--- src/rtl/ddr2_init_pkg.sv ---
package ddr2_init_pkg;

  typedef enum logic [1:0] {
    CMD_NOP,
    CMD_PREA,
    CMD_REF,
    CMD_MRW
  } cmd_e;

  typedef enum logic [1:0] {
    GAP_PWR,
    GAP_RP,
    GAP_MRD,
    GAP_RFC
  } gap_e;

  typedef struct packed {
    logic cs_n;
    logic ras_n;
    logic cas_n;
    logic we_n;
  } pins_t;

  localparam int STEP_W    = 4;
  localparam int LAST_STEP = 11;
  localparam int DLL_STEP  = 5;

  function automatic pins_t encode_cmd(cmd_e c);
    pins_t p;
    case (c)
      CMD_PREA: p = '{cs_n: 1'b0, ras_n: 1'b0, cas_n: 1'b1, we_n: 1'b0};
      CMD_REF:  p = '{cs_n: 1'b0, ras_n: 1'b0, cas_n: 1'b0, we_n: 1'b1};
      CMD_MRW:  p = '{cs_n: 1'b0, ras_n: 1'b0, cas_n: 1'b0, we_n: 1'b0};
      default:  p = '{cs_n: 1'b0, ras_n: 1'b1, cas_n: 1'b1, we_n: 1'b1};
    endcase
    return p;
  endfunction

endpackage

--- src/rtl/ddr2_init_timer.sv ---
module ddr2_init_timer #(
  parameter int W = 16
) (
  input  logic         clk,
  input  logic         rst,
  input  logic         load,
  input  logic [W-1:0] val,
  output logic         expired
);

  logic [W-1:0] cnt_q;

  always_ff @(posedge clk) begin
    if (rst) begin
      cnt_q <= '0;
    end else if (load) begin
      cnt_q <= (val == '0) ? '0 : val - W'(1);
    end else if (cnt_q != '0) begin
      cnt_q <= cnt_q - W'(1);
    end
  end

  assign expired = (cnt_q == '0);

endmodule

--- src/rtl/ddr2_init_step_dec.sv ---
module ddr2_init_step_dec
  import ddr2_init_pkg::*;
#(
  parameter int ADDR_W = 14
) (
  input  logic [STEP_W-1:0] step,
  input  logic [ADDR_W-1:0] emr1_word,
  input  logic [ADDR_W-1:0] emr2_word,
  input  logic [ADDR_W-1:0] emr3_word,
  input  logic [ADDR_W-1:0] mr_word,
  output cmd_e              cmd,
  output logic [1:0]        ba,
  output logic [ADDR_W-1:0] addr,
  output gap_e              gap
);

  localparam int TOP_BIT = ADDR_W - 1;
  localparam logic [ADDR_W-1:0] M_TOP    = ADDR_W'(1) << TOP_BIT;
  localparam logic [ADDR_W-1:0] M_AP     = ADDR_W'(1) << 10;
  localparam logic [ADDR_W-1:0] M_DLLOFF = ADDR_W'(1);
  localparam logic [ADDR_W-1:0] M_OCD    = ADDR_W'(7) << 7;
  localparam logic [ADDR_W-1:0] M_TM     = ADDR_W'(1) << 7;
  localparam logic [ADDR_W-1:0] M_RST    = ADDR_W'(1) << 8;

  always_comb begin
    cmd  = CMD_NOP;
    ba   = 2'b00;
    addr = '0;
    gap  = GAP_MRD;
    case (step)
      4'd0: gap = GAP_PWR;
      4'd1, 4'd6: begin
        cmd  = CMD_PREA;
        addr = M_AP;
        gap  = GAP_RP;
      end
      4'd2: begin
        cmd  = CMD_MRW;
        ba   = 2'b10;
        addr = emr2_word & ~M_TOP;
      end
      4'd3: begin
        cmd  = CMD_MRW;
        ba   = 2'b11;
        addr = emr3_word & ~M_TOP;
      end
      4'd4, 4'd11: begin
        cmd  = CMD_MRW;
        ba   = 2'b01;
        addr = emr1_word & ~(M_TOP | M_DLLOFF | M_OCD);
      end
      4'd5: begin
        cmd  = CMD_MRW;
        addr = (mr_word & ~(M_TOP | M_TM)) | M_RST;
      end
      4'd7, 4'd8: begin
        cmd = CMD_REF;
        gap = GAP_RFC;
      end
      4'd9: begin
        cmd  = CMD_MRW;
        addr = mr_word & ~(M_TOP | M_TM | M_RST);
      end
      4'd10: begin
        cmd  = CMD_MRW;
        ba   = 2'b01;
        addr = (emr1_word & ~(M_TOP | M_DLLOFF)) | M_OCD;
      end
      default: ;
    endcase
  end

endmodule

--- src/rtl/ddr2_init_seq.sv ---
module ddr2_init_seq
  import ddr2_init_pkg::*;
#(
  parameter int CNT_W        = 16,
  parameter int ADDR_W       = 14,
  parameter int DLL_LOCK_CYC = 200
) (
  input  logic              clk,
  input  logic              rst,
  input  logic              start,
  input  logic [CNT_W-1:0]  t_pwr_cyc,
  input  logic [CNT_W-1:0]  t_rp_cyc,
  input  logic [CNT_W-1:0]  t_mrd_cyc,
  input  logic [CNT_W-1:0]  t_rfc_cyc,
  input  logic [ADDR_W-1:0] emr1_word,
  input  logic [ADDR_W-1:0] emr2_word,
  input  logic [ADDR_W-1:0] emr3_word,
  input  logic [ADDR_W-1:0] mr_word,
  output logic              cke,
  output logic              odt,
  output logic              cs_n,
  output logic              ras_n,
  output logic              cas_n,
  output logic              we_n,
  output logic [1:0]        ba,
  output logic [ADDR_W-1:0] addr,
  output logic              done
);

  localparam int DLL_W = $clog2(DLL_LOCK_CYC + 1);

  typedef enum logic [1:0] {ST_IDLE, ST_RUN, ST_DONE} state_e;

  state_e            state_q;
  logic [STEP_W-1:0] step_q;
  logic [STEP_W-1:0] nxt_step;
  pins_t             pins_q;
  logic [1:0]        ba_q;
  logic [ADDR_W-1:0] addr_q;
  logic              cke_q;
  logic              done_q;

  cmd_e              dec_cmd;
  logic [1:0]        dec_ba;
  logic [ADDR_W-1:0] dec_addr;
  gap_e              dec_gap;
  logic [CNT_W-1:0]  gap_val;
  logic              gap_exp;
  logic              dll_exp;
  logic              advance;
  logic              finish;

  assign nxt_step = (state_q == ST_IDLE) ? '0 : step_q + STEP_W'(1);

  ddr2_init_step_dec #(.ADDR_W(ADDR_W)) dec_i (
    .step      (nxt_step),
    .emr1_word (emr1_word),
    .emr2_word (emr2_word),
    .emr3_word (emr3_word),
    .mr_word   (mr_word),
    .cmd       (dec_cmd),
    .ba        (dec_ba),
    .addr      (dec_addr),
    .gap       (dec_gap)
  );

  always_comb begin
    case (dec_gap)
      GAP_PWR: gap_val = t_pwr_cyc;
      GAP_RP:  gap_val = t_rp_cyc;
      GAP_RFC: gap_val = t_rfc_cyc;
      default: gap_val = t_mrd_cyc;
    endcase
  end

  assign advance = ((state_q == ST_IDLE) && start) ||
                   ((state_q == ST_RUN) && gap_exp && (step_q != STEP_W'(LAST_STEP)));
  assign finish  = (state_q == ST_RUN) && gap_exp && dll_exp &&
                   (step_q == STEP_W'(LAST_STEP));

  ddr2_init_timer #(.W(CNT_W)) gap_tmr_i (
    .clk     (clk),
    .rst     (rst),
    .load    (advance),
    .val     (gap_val),
    .expired (gap_exp)
  );

  ddr2_init_timer #(.W(DLL_W)) dll_tmr_i (
    .clk     (clk),
    .rst     (rst),
    .load    (advance && (nxt_step == STEP_W'(DLL_STEP))),
    .val     (DLL_W'(DLL_LOCK_CYC)),
    .expired (dll_exp)
  );

  always_ff @(posedge clk) begin
    if (rst) begin
      state_q <= ST_IDLE;
      step_q  <= '0;
      pins_q  <= encode_cmd(CMD_NOP);
      ba_q    <= 2'b00;
      addr_q  <= '0;
      cke_q   <= 1'b0;
      done_q  <= 1'b0;
    end else begin
      pins_q <= encode_cmd(CMD_NOP);
      ba_q   <= 2'b00;
      addr_q <= '0;
      if (advance) begin
        state_q <= ST_RUN;
        step_q  <= nxt_step;
        cke_q   <= 1'b1;
        pins_q  <= encode_cmd(dec_cmd);
        ba_q    <= dec_ba;
        addr_q  <= dec_addr;
      end
      if (finish) begin
        state_q <= ST_DONE;
        done_q  <= 1'b1;
      end
    end
  end

  assign cke   = cke_q;
  assign odt   = 1'b0;
  assign cs_n  = pins_q.cs_n;
  assign ras_n = pins_q.ras_n;
  assign cas_n = pins_q.cas_n;
  assign we_n  = pins_q.we_n;
  assign ba    = ba_q;
  assign addr  = addr_q;
  assign done  = done_q;

endmodule

--- config.mk ---
export PLATFORM = sky130hd
export DESIGN_NAME = ddr2_init_seq
export DESIGN_NICKNAME = d
export VERILOG_FILES = /design/src/rtl/ddr2_init_pkg.sv /design/src/rtl/ddr2_init_timer.sv /design/src/rtl/ddr2_init_step_dec.sv /design/src/rtl/ddr2_init_seq.sv
export SDC_FILE = /design/constraint.sdc
export NUM_CORES = 1
export LEC_CHECK = 0
export BUFFER_PORTS_ARGS = -buffer_cell sky130_fd_sc_hd__buf_4
export CORE_MARGIN = 2
export CORE_UTILIZATION = 30
export CTS_CLUSTER_SIZE = 12
export DETAILED_ROUTE_END_ITERATION = 6
export GPL_ROUTABILITY_DRIVEN = 0
export PLACE_DENSITY = 0.54
export SYNTH_ARGS = -nofsm -noshare
export SYNTH_HDL_FRONTEND = slang
export SYNTH_HIERARCHICAL = 1
export SYNTH_SLANG_ARGS = --single-unit
--- constraint.sdc ---
create_clock -name clk -period 4 [get_ports clk]
set_clock_uncertainty 0.2 [all_clocks]
set_input_delay 0.8 -clock clk [delete_from_list [all_inputs] [get_ports clk]]
set_output_delay 0.8 -clock clk [all_outputs]
set_load 0.01 [all_outputs]
==> qor.txt <==
crit path from: step_q[1]
Initial Util: 0.309
r2r setup slk: 0.17 ns
Yosys reg bits: 51
most used cell, CP: or4_4
status: finished, final reports clean
WL/cell: 15.2 µm
Hold Startpoint: done
DP HPWL: 9160 µm
multi-input logic area: 2660 µm²
DRC viols: 0
Worst path max stage delay: 0.57 ns
cell count after synthesis: 409
Area Overhead vs Synth: 45.1%
H-tree levels: 2
EDFF count, synth: 0
crit path buf inv count: 2
first-pass GRT wire length: 18100 µm
most instantiated library cell after synthesis: dfxtp_1
Register-to-Register Path Depth: 14
RSZ-0062 raised after global routing: no
Synth area leader: dfxtp_1
Die Height: 115 µm
PwrDens: 361 nW/µm²
kind of critical path: reg2reg
die width: 115 µm
CP Data Arrival Time: 3.77 ns
Congestion Overflow GR: 0
CTS tree: built
CP endpoint kind: flop
post-route ant nets: 0
Synth Area in XOR/XNOR: 0.0776
crit-path leading delay family: simple AND/OR/NAND/NOR gates
DIE AREA: 13300 µm²
Clock Pin Slew Worst Setup and Hold Paths: 0.07 ns
Min-Delay Path Class: reg2reg
num rows: 40
Hold Path Depth: 2
Netlist cell types: 68
final net count: 714
worst skew pair latency: 0.29 ns
sequential share of the synthesized area: 0.274
Core Region: 12100 µm²
Syn Area/Cell: 9.10 µm²
Layout fillers: 1178
critical-path cell list: ha_4 > xnor2_2 > nor2_2 > buf_4 > nor3b_2 > a211oi_1 > a21oi_2 > buf_12 > mux4_2 > or4_4 > or4_4 > o21ai_4 > o22a_1 > nor2_1
Adder-Cell Fraction of Synth Area: 0.0235
Critical R2R Launch: step_q[1]
Reg-to-Reg End: gap_tmr_i/cnt_q[2]
Least-Margin Pin Slew: 0.830 ns
CTS Buffer Depth: 2
largest net degree at the start of global routing: 40
min cycle time layout: 3.83 ns
Final Hold Violating Endpoints: 0
Async SR Flop Fraction: 0
initial antenna violation count: 0
largest family of logic cells by synthesized area: simple AND/OR/NAND/NOR gates
via count: 3691
DP Cell Count: 739
root buffer cell: clkbuf_16
share of post-route cells with drive strength above 1: 0.383
Syn Std Cell Area: 3720 µm²
post-synthesis compound-gate area fraction: 0.189
slowest stage cell, crit path: or4_4
Setup-failing EPs final: 0
register area: 1020 µm²
mux contribution to synthesized area: 0.124
Final Non-Filler Cells: 753
final WL: 11500 µm
Most used DFF post-synth: dfxtp_1
max frequency: 261 MHz
via/cell ratio: 4.90
critical path depth: 14
gr usage total: 0.172
synth warn: 6
WP data required: 3.95 ns
1st-pass router iterations: 4
WHS Endpoint: done
Leak Pwr: 2.32 nW
Final period util: 0.957
Peak VDD IR: 0.000168 V
simple-gate share of the synthesized area: 0.254
vias in the first global route: 3657
Clock Sinks: 51
share of the synthesized area in the top cell type: 0.274
Post-synth top cells: dfxtp_1, nor2_1, xnor2_1
top-level port count: 146
final max-slew violation count: 0
type of origin of the critical path: flop
Slew HR: 0.446
I/O Buffers: 133
peak fanout along the critical path: 14
clock buffer count from CTS: 5
Initial DRC Count: 122
Area contributors post-synth: dfxtp_1, mux4_2, xnor2_1, nor2_1, and3_1
ANT cells: 0
Max Cap Viol: 0
setup TNS: 0 ns
## how the worst max path moves through the flow
stage                           to  slack, ns
2_1_floorplan   gap_tmr_i/cnt_q[2]     -0.009
3_3_place_gp    gap_tmr_i/cnt_q[2]       0.11
3_5_place_dp   gap_tmr_i/cnt_q[12]       0.05
4_1_cts        gap_tmr_i/cnt_q[12]       0.01
5_1_grt         gap_tmr_i/cnt_q[4]       0.01
6_report        gap_tmr_i/cnt_q[2]       0.17
## stage by stage
stage / setup WS, ns / area, µm² / util / total power [mW] / hold WS [ns]
after detailed placement: 0.0508 / 5140 / 0.426 / 1.38 / 0.247
after global routing: 0.00953 / 5400 / 0.448 / 2.09 / 0.284
after floorplan: -0.00923 / 3900 / - / 1.16 / 0.257
final: 0.173 / 5400 / 0.448 / 1.95 / 0.253
after CTS: 0.0105 / 5340 / 0.442 / 1.95 / 0.258
after global placement: 0.107 / 5140 / 0.426 / 1.37 / 0.237
## registers in the layout (all words and copies together) (netlist names)
signal and count:
step_q 4, gap_tmr_i/cnt_q 16, cas_n 1, done 1, dll_tmr_i/cnt_q 8, state_q 2
addr 14, ras_n 1, ba 2, we_n 1, cke 1
## report_power, final
group | switching (mW) | total (mW) | leakage (nW) | internal (mW)
combinational | 0.363 | 0.742 | 1.81 | 0.379
clock | 0.197 | 0.555 | 0.0900 | 0.359
sequential | 0.0763 | 0.653 | 0.418 | 0.576
## cell families after synthesis
logic type      after synthesis
mux                          26
simple gates                155
fa+ha+maj                     7
buf+inv                      41
other cells                   3
flops                        51
compound gates               93
xor+xnor                     33
## cells in the final DEF, fill, tap and decap left out, types with 10 or more instances in the layout
master / Yosys / final
buf_4: 5 / 164
dfxtp_1: 51 / 49
nor2_1: 39 / 37
conb_1: 3 / 28
xnor2_1: 22 / 21
and3_1: 19 / 19
inv_1: 19 / 19
nand2_1: 17 / 17
mux4_2: 16 / 16
xor2_1: 11 / 11
nor3_1: 11 / 11
a21oi_1: 12 / 11
o21ai_0: 10 / 10
## worst register-to-register path: cells and delay by family, from the launching register on
kind | cells | cell delay [ns]
and+or+nand+nor | 5 | 1.42
AOI/OAI and AO/OA | 4 | 0.73
DFF | 1 | 0.35
muxes | 1 | 0.35
buffers and inverters | 2 | 0.33
adders and majority gates | 1 | 0.17
xor gates and xnor gates | 1 | 0.13
## timing repair
item / CTS / global route
endpoints found under the setup margin: 0 / 12
hold buffers: 0 / 0
resized for setup: 0 / 5
endpoints found under the hold margin: 0 / 0
buffers inserted: 0 / 6
## layout make-up
cell class,instances,share of cell area
Clock buffer,5,0.0232
Clock inverter,3,0.0125
Inverter,19,0.0132
Multi-Input combinational cell,342,0.491
Sequential cell,51,0.189
Tap cell,168,0.0389
Timing Repair Buffer,165,0.232
## routing by layer
layer / vias to the layer above / wire length (µm) / track usage
met2: 97 / 5630 / 0.293
met1: 1732 / 4850 / 0.213
met5: - / 0 / 0
li1: 1842 / - / -
met4: 0 / 298 / 0.0562
met3: 20 / 670 / 0.0434
(Power assumes the default switching activity.)
